[src/rtl/l2stub_pkg.sv]
package l2stub_pkg;
    localparam int DATA_W = 32;
    localparam int OFS_W  = 12;

    typedef logic [OFS_W-1:0]  ofs_t;
    typedef logic [DATA_W-1:0] word_t;

    localparam word_t ID_WORD  = 32'h4100_00C8;
    localparam word_t AUX_RST  = 32'h0202_0000;

    localparam ofs_t OFS_ID     = 12'h000;
    localparam ofs_t OFS_TYPE   = 12'h004;
    localparam ofs_t OFS_CTRL   = 12'h100;
    localparam ofs_t OFS_AUX    = 12'h104;
    localparam ofs_t OFS_TAGLAT = 12'h108;
    localparam ofs_t OFS_DATLAT = 12'h10C;
    localparam ofs_t OFS_FLT_LO = 12'hC00;
    localparam ofs_t OFS_FLT_HI = 12'hC04;
    localparam ofs_t MAINT_LO   = 12'h730;
    localparam ofs_t MAINT_HI   = 12'h800;

    localparam int NUM_SINKS = 3;
    localparam ofs_t SINK_OFS [NUM_SINKS] = '{12'hF40, 12'hF60, 12'hF80};

    // Shift positions where the auxiliary-derived field is merged
    localparam int FOLD_W     = 5;
    localparam int FOLD_SH_HI = 18;
    localparam int FOLD_SH_LO = 6;

    typedef enum logic [3:0] {
        SEL_ID, SEL_TYPE, SEL_CTRL, SEL_AUX, SEL_TAGLAT, SEL_DATLAT,
        SEL_FLT_LO, SEL_FLT_HI, SEL_MAINT, SEL_SINK, SEL_BAD
    } sel_e;

    typedef struct packed {
        logic  valid;
        logic  write;
        sel_e  sel;
        word_t wdata;
    } acc_t;

    typedef struct packed {
        logic  ctrl;
        word_t aux;
        word_t taglat;
        word_t datlat;
        word_t flt_lo;
        word_t flt_hi;
    } cfg_t;

    typedef struct packed {
        logic  valid;
        logic  err;
        word_t rdata;
    } rsp_t;

    function automatic logic [FOLD_W-1:0] type_fold(input word_t aux);
        return {aux[19:17], 1'b0, aux[16]};
    endfunction

    function automatic word_t type_merge(input word_t cur, input word_t aux);
        word_t f;
        f = word_t'(type_fold(aux));
        return cur | (f << FOLD_SH_HI) | (f << FOLD_SH_LO);
    endfunction

    function automatic logic is_readonly(input sel_e s);
        return (s == SEL_ID) || (s == SEL_TYPE);
    endfunction
endpackage

[src/rtl/l2stub_decode.sv]
module l2stub_decode
    import l2stub_pkg::*;
(
    input  ofs_t ofs,
    output sel_e sel
);
    logic [NUM_SINKS-1:0] sink_hit;

    for (genvar i = 0; i < NUM_SINKS; i++) begin : g_sink
        assign sink_hit[i] = (ofs == SINK_OFS[i]);
    end

    logic in_maint;
    assign in_maint = (ofs >= MAINT_LO) && (ofs < MAINT_HI);

    always_comb begin
        if (in_maint) begin
            sel = SEL_MAINT;
        end else if (|sink_hit) begin
            sel = SEL_SINK;
        end else begin
            unique case (ofs)
                OFS_ID:     sel = SEL_ID;
                OFS_TYPE:   sel = SEL_TYPE;
                OFS_CTRL:   sel = SEL_CTRL;
                OFS_AUX:    sel = SEL_AUX;
                OFS_TAGLAT: sel = SEL_TAGLAT;
                OFS_DATLAT: sel = SEL_DATLAT;
                OFS_FLT_LO: sel = SEL_FLT_LO;
                OFS_FLT_HI: sel = SEL_FLT_HI;
                default:    sel = SEL_BAD;
            endcase
        end
    end
endmodule

[src/rtl/l2stub_cfg.sv]
module l2stub_cfg
    import l2stub_pkg::*;
(
    input  logic clk,
    input  logic rst,
    input  acc_t acc,
    output cfg_t cfg
);
    logic wr;
    assign wr = acc.valid && acc.write;

    always_ff @(posedge clk) begin
        if (rst) begin
            cfg.ctrl   <= 1'b0;
            cfg.aux    <= AUX_RST;
            cfg.taglat <= '0;
            cfg.datlat <= '0;
            cfg.flt_lo <= '0;
            cfg.flt_hi <= '0;
        end else if (wr) begin
            case (acc.sel)
                SEL_CTRL:   cfg.ctrl   <= acc.wdata[0];
                SEL_AUX:    cfg.aux    <= acc.wdata;
                SEL_TAGLAT: cfg.taglat <= acc.wdata;
                SEL_DATLAT: cfg.datlat <= acc.wdata;
                SEL_FLT_LO: cfg.flt_lo <= acc.wdata;
                SEL_FLT_HI: cfg.flt_hi <= acc.wdata;
                default: ;
            endcase
        end
    end
endmodule

[src/rtl/l2stub_typeword.sv]
module l2stub_typeword
    import l2stub_pkg::*;
#(
    parameter word_t TYPE_INIT = 32'h1C10_0100
) (
    input  logic  clk,
    input  logic  upd,
    input  word_t aux,
    output word_t type_next
);
    // Power-on value only; deliberately outside the register reset
    word_t type_q = TYPE_INIT;

    assign type_next = type_merge(type_q, aux);

    always_ff @(posedge clk) begin
        if (upd) type_q <= type_next;
    end
endmodule

[src/rtl/l2stub_regs.sv]
module l2stub_regs
    import l2stub_pkg::*;
#(
    parameter int    ADDR_W    = 32,
    parameter word_t TYPE_INIT = 32'h1C10_0100
) (
    input  logic              clk,
    input  logic              rst,
    input  logic              req_valid,
    input  logic              req_write,
    input  logic [ADDR_W-1:0] req_addr,
    input  logic [31:0]       req_wdata,
    output logic              rsp_valid,
    output logic [31:0]       rsp_rdata,
    output logic              rsp_err
);
    sel_e  sel;
    acc_t  acc;
    cfg_t  cfg;
    word_t type_next;
    rsp_t  rsp_d, rsp_q;
    logic  type_rd;

    l2stub_decode u_dec (
        .ofs (req_addr[OFS_W-1:0]),
        .sel (sel)
    );

    assign acc = '{valid: req_valid, write: req_write, sel: sel, wdata: req_wdata};

    l2stub_cfg u_cfg (
        .clk (clk),
        .rst (rst),
        .acc (acc),
        .cfg (cfg)
    );

    assign type_rd = !rst && acc.valid && !acc.write && (acc.sel == SEL_TYPE);

    l2stub_typeword #(.TYPE_INIT(TYPE_INIT)) u_type (
        .clk       (clk),
        .upd       (type_rd),
        .aux       (cfg.aux),
        .type_next (type_next)
    );

    always_comb begin
        rsp_d.valid = acc.valid;
        rsp_d.err   = acc.valid && ((acc.sel == SEL_BAD) ||
                                    (acc.write && is_readonly(acc.sel)));
        rsp_d.rdata = '0;
        if (acc.valid && !acc.write) begin
            case (acc.sel)
                SEL_ID:     rsp_d.rdata = ID_WORD;
                SEL_TYPE:   rsp_d.rdata = type_next;
                SEL_CTRL:   rsp_d.rdata = word_t'(cfg.ctrl);
                SEL_AUX:    rsp_d.rdata = cfg.aux;
                SEL_TAGLAT: rsp_d.rdata = cfg.taglat;
                SEL_DATLAT: rsp_d.rdata = cfg.datlat;
                SEL_FLT_LO: rsp_d.rdata = cfg.flt_lo;
                SEL_FLT_HI: rsp_d.rdata = cfg.flt_hi;
                default:    rsp_d.rdata = '0;
            endcase
        end
    end

    always_ff @(posedge clk) begin
        if (rst) rsp_q <= '0;
        else     rsp_q <= rsp_d;
    end

    assign rsp_valid = rsp_q.valid;
    assign rsp_err   = rsp_q.err;
    assign rsp_rdata = rsp_q.rdata;
endmodule

[config.mk]
export PLATFORM = sky130hd
export DESIGN_NAME = l2stub_regs
export DESIGN_NICKNAME = d
export VERILOG_FILES = /design/src/rtl/l2stub_pkg.sv /design/src/rtl/l2stub_decode.sv /design/src/rtl/l2stub_cfg.sv /design/src/rtl/l2stub_typeword.sv /design/src/rtl/l2stub_regs.sv
export SDC_FILE = /design/constraint.sdc
export NUM_CORES = 1
export LEC_CHECK = 0
export ABC_AREA = 1
export BUFFER_PORTS_ARGS = -buffer_cell sky130_fd_sc_hd__buf_2
export CAP_MARGIN = 20
export CORE_MARGIN = 2
export CORE_UTILIZATION = 58
export DETAILED_ROUTE_END_ITERATION = 10
export PLACE_DENSITY = 0.8
export SETUP_SLACK_MARGIN = 0.2
export SLEW_MARGIN = 20
export SYNTH_ARGS = -nofsm -noshare
export SYNTH_HDL_FRONTEND = slang
export SYNTH_SLANG_ARGS = --single-unit
[constraint.sdc]
create_clock -name clk -period 4.9 [get_ports clk]
set_clock_uncertainty 0.1 [all_clocks]
set_input_delay 0.98 -clock clk [delete_from_list [all_inputs] [get_ports clk]]
set_output_delay 0.98 -clock clk [all_outputs]
set_load 0.05 [all_outputs]
### Word level (Yosys, flattened, before mapping)

Index checks and enable logic that the tools add are counted.

| operators by class | value |
|---|---|
| muxes and demuxes | 4 |
| magnitude comparators | 2 |
| divide/modulo/power cells | 0 |
| shift operators | 0 |
| $add $sub $neg | 0 |
| bitwise gates (word level) | 3 |
| equal/unequal tests | 18 |
| reductions and logical operators | 22 |
| multiply operators | 0 |

Operators by type and width:

| operator | count |
|---|---|
| case mux 32 bit (8 select lines) | 1 |
| == test 12 bit, second input constant | 5 |
| == test 12 x 9 -> 1 bit, second input constant | 4 |
| bitwise OR 32 x 11 -> 32 bit | 1 |
| bitwise OR 32 x 23 -> 32 bit | 1 |
| case mux 4 bit (8 select lines) | 1 |
| == test 4 x 3 -> 1 bit, second input constant | 4 |
| == test 12 x 3 -> 1 bit, second input constant | 1 |
| >= comparator 12 x 11 -> 1 bit, second input constant | 1 |
| logical NOT 12 bit | 1 |
| < comparator 12 bit, second input constant | 1 |
| AND reduction 2 bit | 6 |
| == test 4 x 2 -> 1 bit, second input constant | 2 |
| logical AND 1 bit | 8 |
| 2-to-1 mux 4 bit | 2 |
| == test 4 x 1 -> 1 bit, second input constant | 1 |
| == test 4 bit, second input constant | 1 |
| logical NOT 4 bit | 1 |
| OR reduction 3 bit | 1 |
| logical NOT 1 bit | 2 |
| logical OR 1 bit | 2 |
| OR reduction 2 bit | 1 |
| NOT 1 bit | 1 |

| storage, ports and cells | value |
|---|---|
| memories | 0 |
| input port bits | 68 |
| RAM bits | 0 |
| output and inout bits | 34 |
| latch bits | 0 |
| register bits after elaboration | 227 |
| ROM bits | 0 |

### Longest topological paths before layout

| depth | value |
|---|---|
| depth after elaboration | 9 |
| mapped depth | 15 |

### Hierarchy

A second synthesis with hierarchy kept.

| second synthesis, totals | value |
|---|---|
| cells, all modules | 1705 |
| area total of the unflattened synthesis | 10664.0 um2 |

Modules (own cells, without submodules):

| module | area an instance (um2) | times used | cells each |
|---|---|---|---|
| l2stub_cfg | 7211.9 | 1 | 1121 |
| l2stub_regs | 2693.8 | 1 | 476 |
| l2stub_typeword | 499.2 | 1 | 53 |
| l2stub_decode | 259.0 | 1 | 55 |

### Least setup slack after synthesis

OpenSTA, ideal clock, no wires.

| path | value |
|---|---|
| kind | input to register |
| start point | input req_addr[1] |
| end point | register u_type.type_q[10] (enable) |
| path slack | 1.758 ns |
| data arrival time | 2.659 ns |
| setup time | 0.383 ns |
| cell stages on the path | 6 |
| path through | nor2_2 nand2_2 nor4_1 buf_2 nand3_1 nor3_1 |

| between the ends | value |
|---|---|
| cells in the longest elaborated chain, start to end | 6 |
| elaborated cells on any way between the ends | 20 |

RTL lines:

| element | line | RTL |
|---|---|---|
| from (decl) | l2stub_regs.sv:11 | `input logic [ADDR_W-1:0] req_addr,` |
| == test 12 bit (tied with other cells) | l2stub_decode.sv:22 | `unique case (ofs)` |
| case mux 4 bit (8 select lines) / OR reduction 3 bit (equally long branches) | l2stub_decode.sv:22, l2stub_decode.sv:19 |  |
| 2-to-1 mux 4 bit | l2stub_decode.sv:19 | `end else if (\|sink_hit) begin` |
| 2-to-1 mux 4 bit * | l2stub_decode.sv:17 | `if (in_maint) begin` |
| == test 4 x 1 -> 1 bit * | l2stub_regs.sv:38 | `assign type_rd = !rst && acc.valid && !acc.write && (acc.sel == SEL_TYPE);` |
| logical AND 1 bit * | l2stub_regs.sv:38 |  |
| via type_rd | l2stub_regs.sv:22 | `logic type_rd;` |
| to (signal assigned) | l2stub_typeword.sv:17 | `if (upd) type_q <= type_next;` |
| to (decl) | l2stub_typeword.sv:12 | `word_t type_q = TYPE_INIT;` |

Mark *: on every way through the listed nets, which the timed path passes. The rest lies on a longest branch.
A chain may end at the register's enable or synchronous reset.

### Worst setup path after layout

| path | value |
|---|---|
| start point | input req_addr[8] |
| end point | register u_cfg.cfg[139] (netlist name) |

| between the ends | value |
|---|---|
| cells in the longest elaborated chain, start to end | 6 |
| elaborated cells on any way between the ends | 20 |

RTL lines:

| element | line | RTL |
|---|---|---|
| == test 12 bit (tied with other cells) | l2stub_decode.sv:22 |  |
| case mux 4 bit (8 select lines) / OR reduction 3 bit (equally long branches) | l2stub_decode.sv:22, l2stub_decode.sv:19 |  |
| 2-to-1 mux 4 bit | l2stub_decode.sv:19 |  |
| 2-to-1 mux 4 bit * | l2stub_decode.sv:17 |  |
| == test 4 x 2 -> 1 bit * | l2stub_cfg.sv:21 | `case (acc.sel)` |
| AND reduction 2 bit (no line) * | n/a |  |

Mark *: on every way between the ends. The rest lies on a longest branch, timed or not.

==> flow_summary.yaml <==
status:
  status: "finished, final reports clean"
die:
  core_um2: 14400
  ios: 102
  std_cell_rows: 44
  die_x_um: 124
  start_util: 0.586
  die_h_um: 124
  design.die.area_um2: 15500
synth:
  synth_edf_count: 8
  ys_ff_latch: 203
  ys_warn_count: 0
  synthFlopType: "dfxtp_1"
  synth.avg_cell_area_um2: 7.20
  synth_area_leaders: "dfxtp_1 46%, nor2_1 12%, nand2_1 8.5%"
  yosysTopAreaCellShare: 0.464
  syn_nets: 1236
  synthesis.area_um2: 8410
  synthCells: 1168
  synth.distinct_cells: 30
  yosys.area.top_type: "dfxtp_1"
  yosysSeqAreaShare: 0.493
  yosysMostFrequentCell: "nor2_1"
  synthArstFlopShare: 0
  synth_top_cells_by_count: "276 x nor2_1, 195 x dfxtp_1, 191 x nand2_1"
global_route:
  gr-usage-met1: 0.400
  top_usage_layer: "met2"
  grtUsageMet3: 0.0473
  grt_first_pass_wirelength_mm: 38.4
  grt_max_degree: 69
  use_met2: 0.491
  antenna_found_initial: 0
  grt_pass1_vias: 7651
  gr-total-overflow: 0
  track_usage: 0.301
cts:
  cts_inserted_buffers: 22
  clk_latency_ps: 510
  tritoncts: "done"
  cts.sinks: 203
  cts_resized: 0
  cts_root_buf: "clkbuf_16"
  post_cts_buffers: 0
  clockBufferDepth: 3
  ctsHoldBuffers: 0
  path_clk_slew_ps: 60
  htree_levels: 1
sta:
  worst_pin_slew_ps: 927
  drv_slew: 0
  fmax_ghz: 0.282
  min_period_over_period: 0.723
  finalSetupTns_ps: 0
  setup_viol_count_final: 0
  slew_headroom: 0.382
  rsz0062_at_grt: "false"
  whs_ps: 348
  finalHoldViolCount: 0
  min_period_ps: 3540
route:
  drcViolationCount: 0
  via_count: 8141
  via_per_inst: 5.72
  drt-total-wl_mm: 23.8
  first_iter_violations: 886
  routedWlPerCell_um: 16.7
  ant_nets: 0
  firstDrtPassIters: 5
layout:
  register_area_um2: 4140
  antennaDiodeCount: 0
  synthToLayoutAreaGrowth_pct: 15.0
  fin_area_um2: 9670
  multi_input_comb_area_um2: 3710
  drive_above_1_share: 0.136
  fillCellCount: 1271
  finalNetCount: 1291
placed_design:
  hpwl_mm: 13.9
  routabilityCongestion: 0.862
  numPortBuffers: 81
  place_area_um2: 8880
pwr:
  power_density_nw_per_um2: 365
  vdd_drop_max_v: 0.000317
  power_mw: 3.53
  p_leak_nw: 4.07
critical_path:
  path_max_fanout: 30
  cp.arrival_ps: 3830
  cp-end-kind: "flip-flop"
  start_kind: "input pin"
  required_ps: 5190
  crit_type: "in2reg"
job:
  cap_violations: 0
min_path:
  hold_path_class: "reg2reg"
[layout make-up]
cell class,instances,area share
repair buffers,100,0.0567
inverters,67,0.0260
well taps,184,0.0238
flip-flops and latches,203,0.428
clock buffers,32,0.0715
multi-input cells,829,0.383
clock inverters,8,0.0102
[routing by layer]
layer | part of all wire | vias to the layer above
met5 | 0 | -
li1 | - | 3903
met4 | 0.036 | 0
met1 | 0.40 | 3722
met3 | 0.097 | 74
met2 | 0.46 | 442
[where the power goes]
group / internal, mW / leakage (nW) / total [mW] / switching [mW]
combinational: 0.0252 / 2.07 / 0.0968 / 0.0717
clock: 1.09 / 0.390 / 1.77 / 0.684
sequential: 1.66 / 1.61 / 1.66 / 0.000206
[worst paths after layout]
kind	cells after the start	to	startpoint	slack (ps)
max	13	u_cfg.cfg[139]$_SDFFE_PP0P_	req_addr[8]	1360
min reg2reg	2	u_cfg.cfg[109]$_SDFFE_PP0P_	u_cfg.cfg[109]$_SDFFE_PP0P_	350
min	2	u_cfg.cfg[109]$_SDFFE_PP0P_	u_cfg.cfg[109]$_SDFFE_PP0P_	350
max reg2reg	5	rsp_rdata[22]$_SDFF_PP0_	u_cfg.cfg[147]$_SDFFE_PP0P_	3600
[critical path: stages]
cell and delay (ps):
buf_2 130, nor2_1 100, nand2_1 70, inv_1 270, o21ai_1 90, nand2_1 110, nand2_4 230, nor2_8 400
nand2_1 180, nor2_2 510, inv_2 470, nor2_1 210, nor2_1 70
[state kept, by name, indices dropped and copies added (netlist names)]
register	flops
rsp_err	1
rsp_valid	1
rsp_rdata	32
u_type.type_q	8
u_cfg.cfg	161
[logic make-up (layout without fill, tap and decap cells)]
| group | after synthesis | count (layout) | share of synthesized area |
|---|---|---|---|
| compound gates | 225 | 225 | 0.136 |
| flops | 203 | 203 | 0.493 |
| simple gates | 604 | 604 | 0.304 |
| buf+inv | 136 | 207 | 0.0675 |
[cell usage in the layout, fill, tap and decap left out, drive strengths merged]
master and count:
a21oi 77, a31oi 7, a41oi 1, buf 100, bufinv 2, clkbuf 32, clkinv 4, clkinvlp 1
dfxtp 195, edfxtp 8, inv 68, nand2 197, nand3 92, nand4 19, nor2 287, nor3 5
nor4 1, o21ai 133, o22ai 7, or2 3
[through the flow]
| step | instances | setup WS, ps | utilization |
|---|---|---|---|
| 6_report | 1423 | 1360 | 0.673 |
| 3_5_place_dp | 1383 | 901 | 0.618 |
| 5_1_grt | 1423 | 1100 | 0.673 |
| 3_3_place_gp | 1383 | 976 | 0.618 |
| 2_1_floorplan | 1168 | 1760 | - |
| 4_1_cts | 1423 | 1420 | 0.673 |
Power figures use the tool's default switching activity.
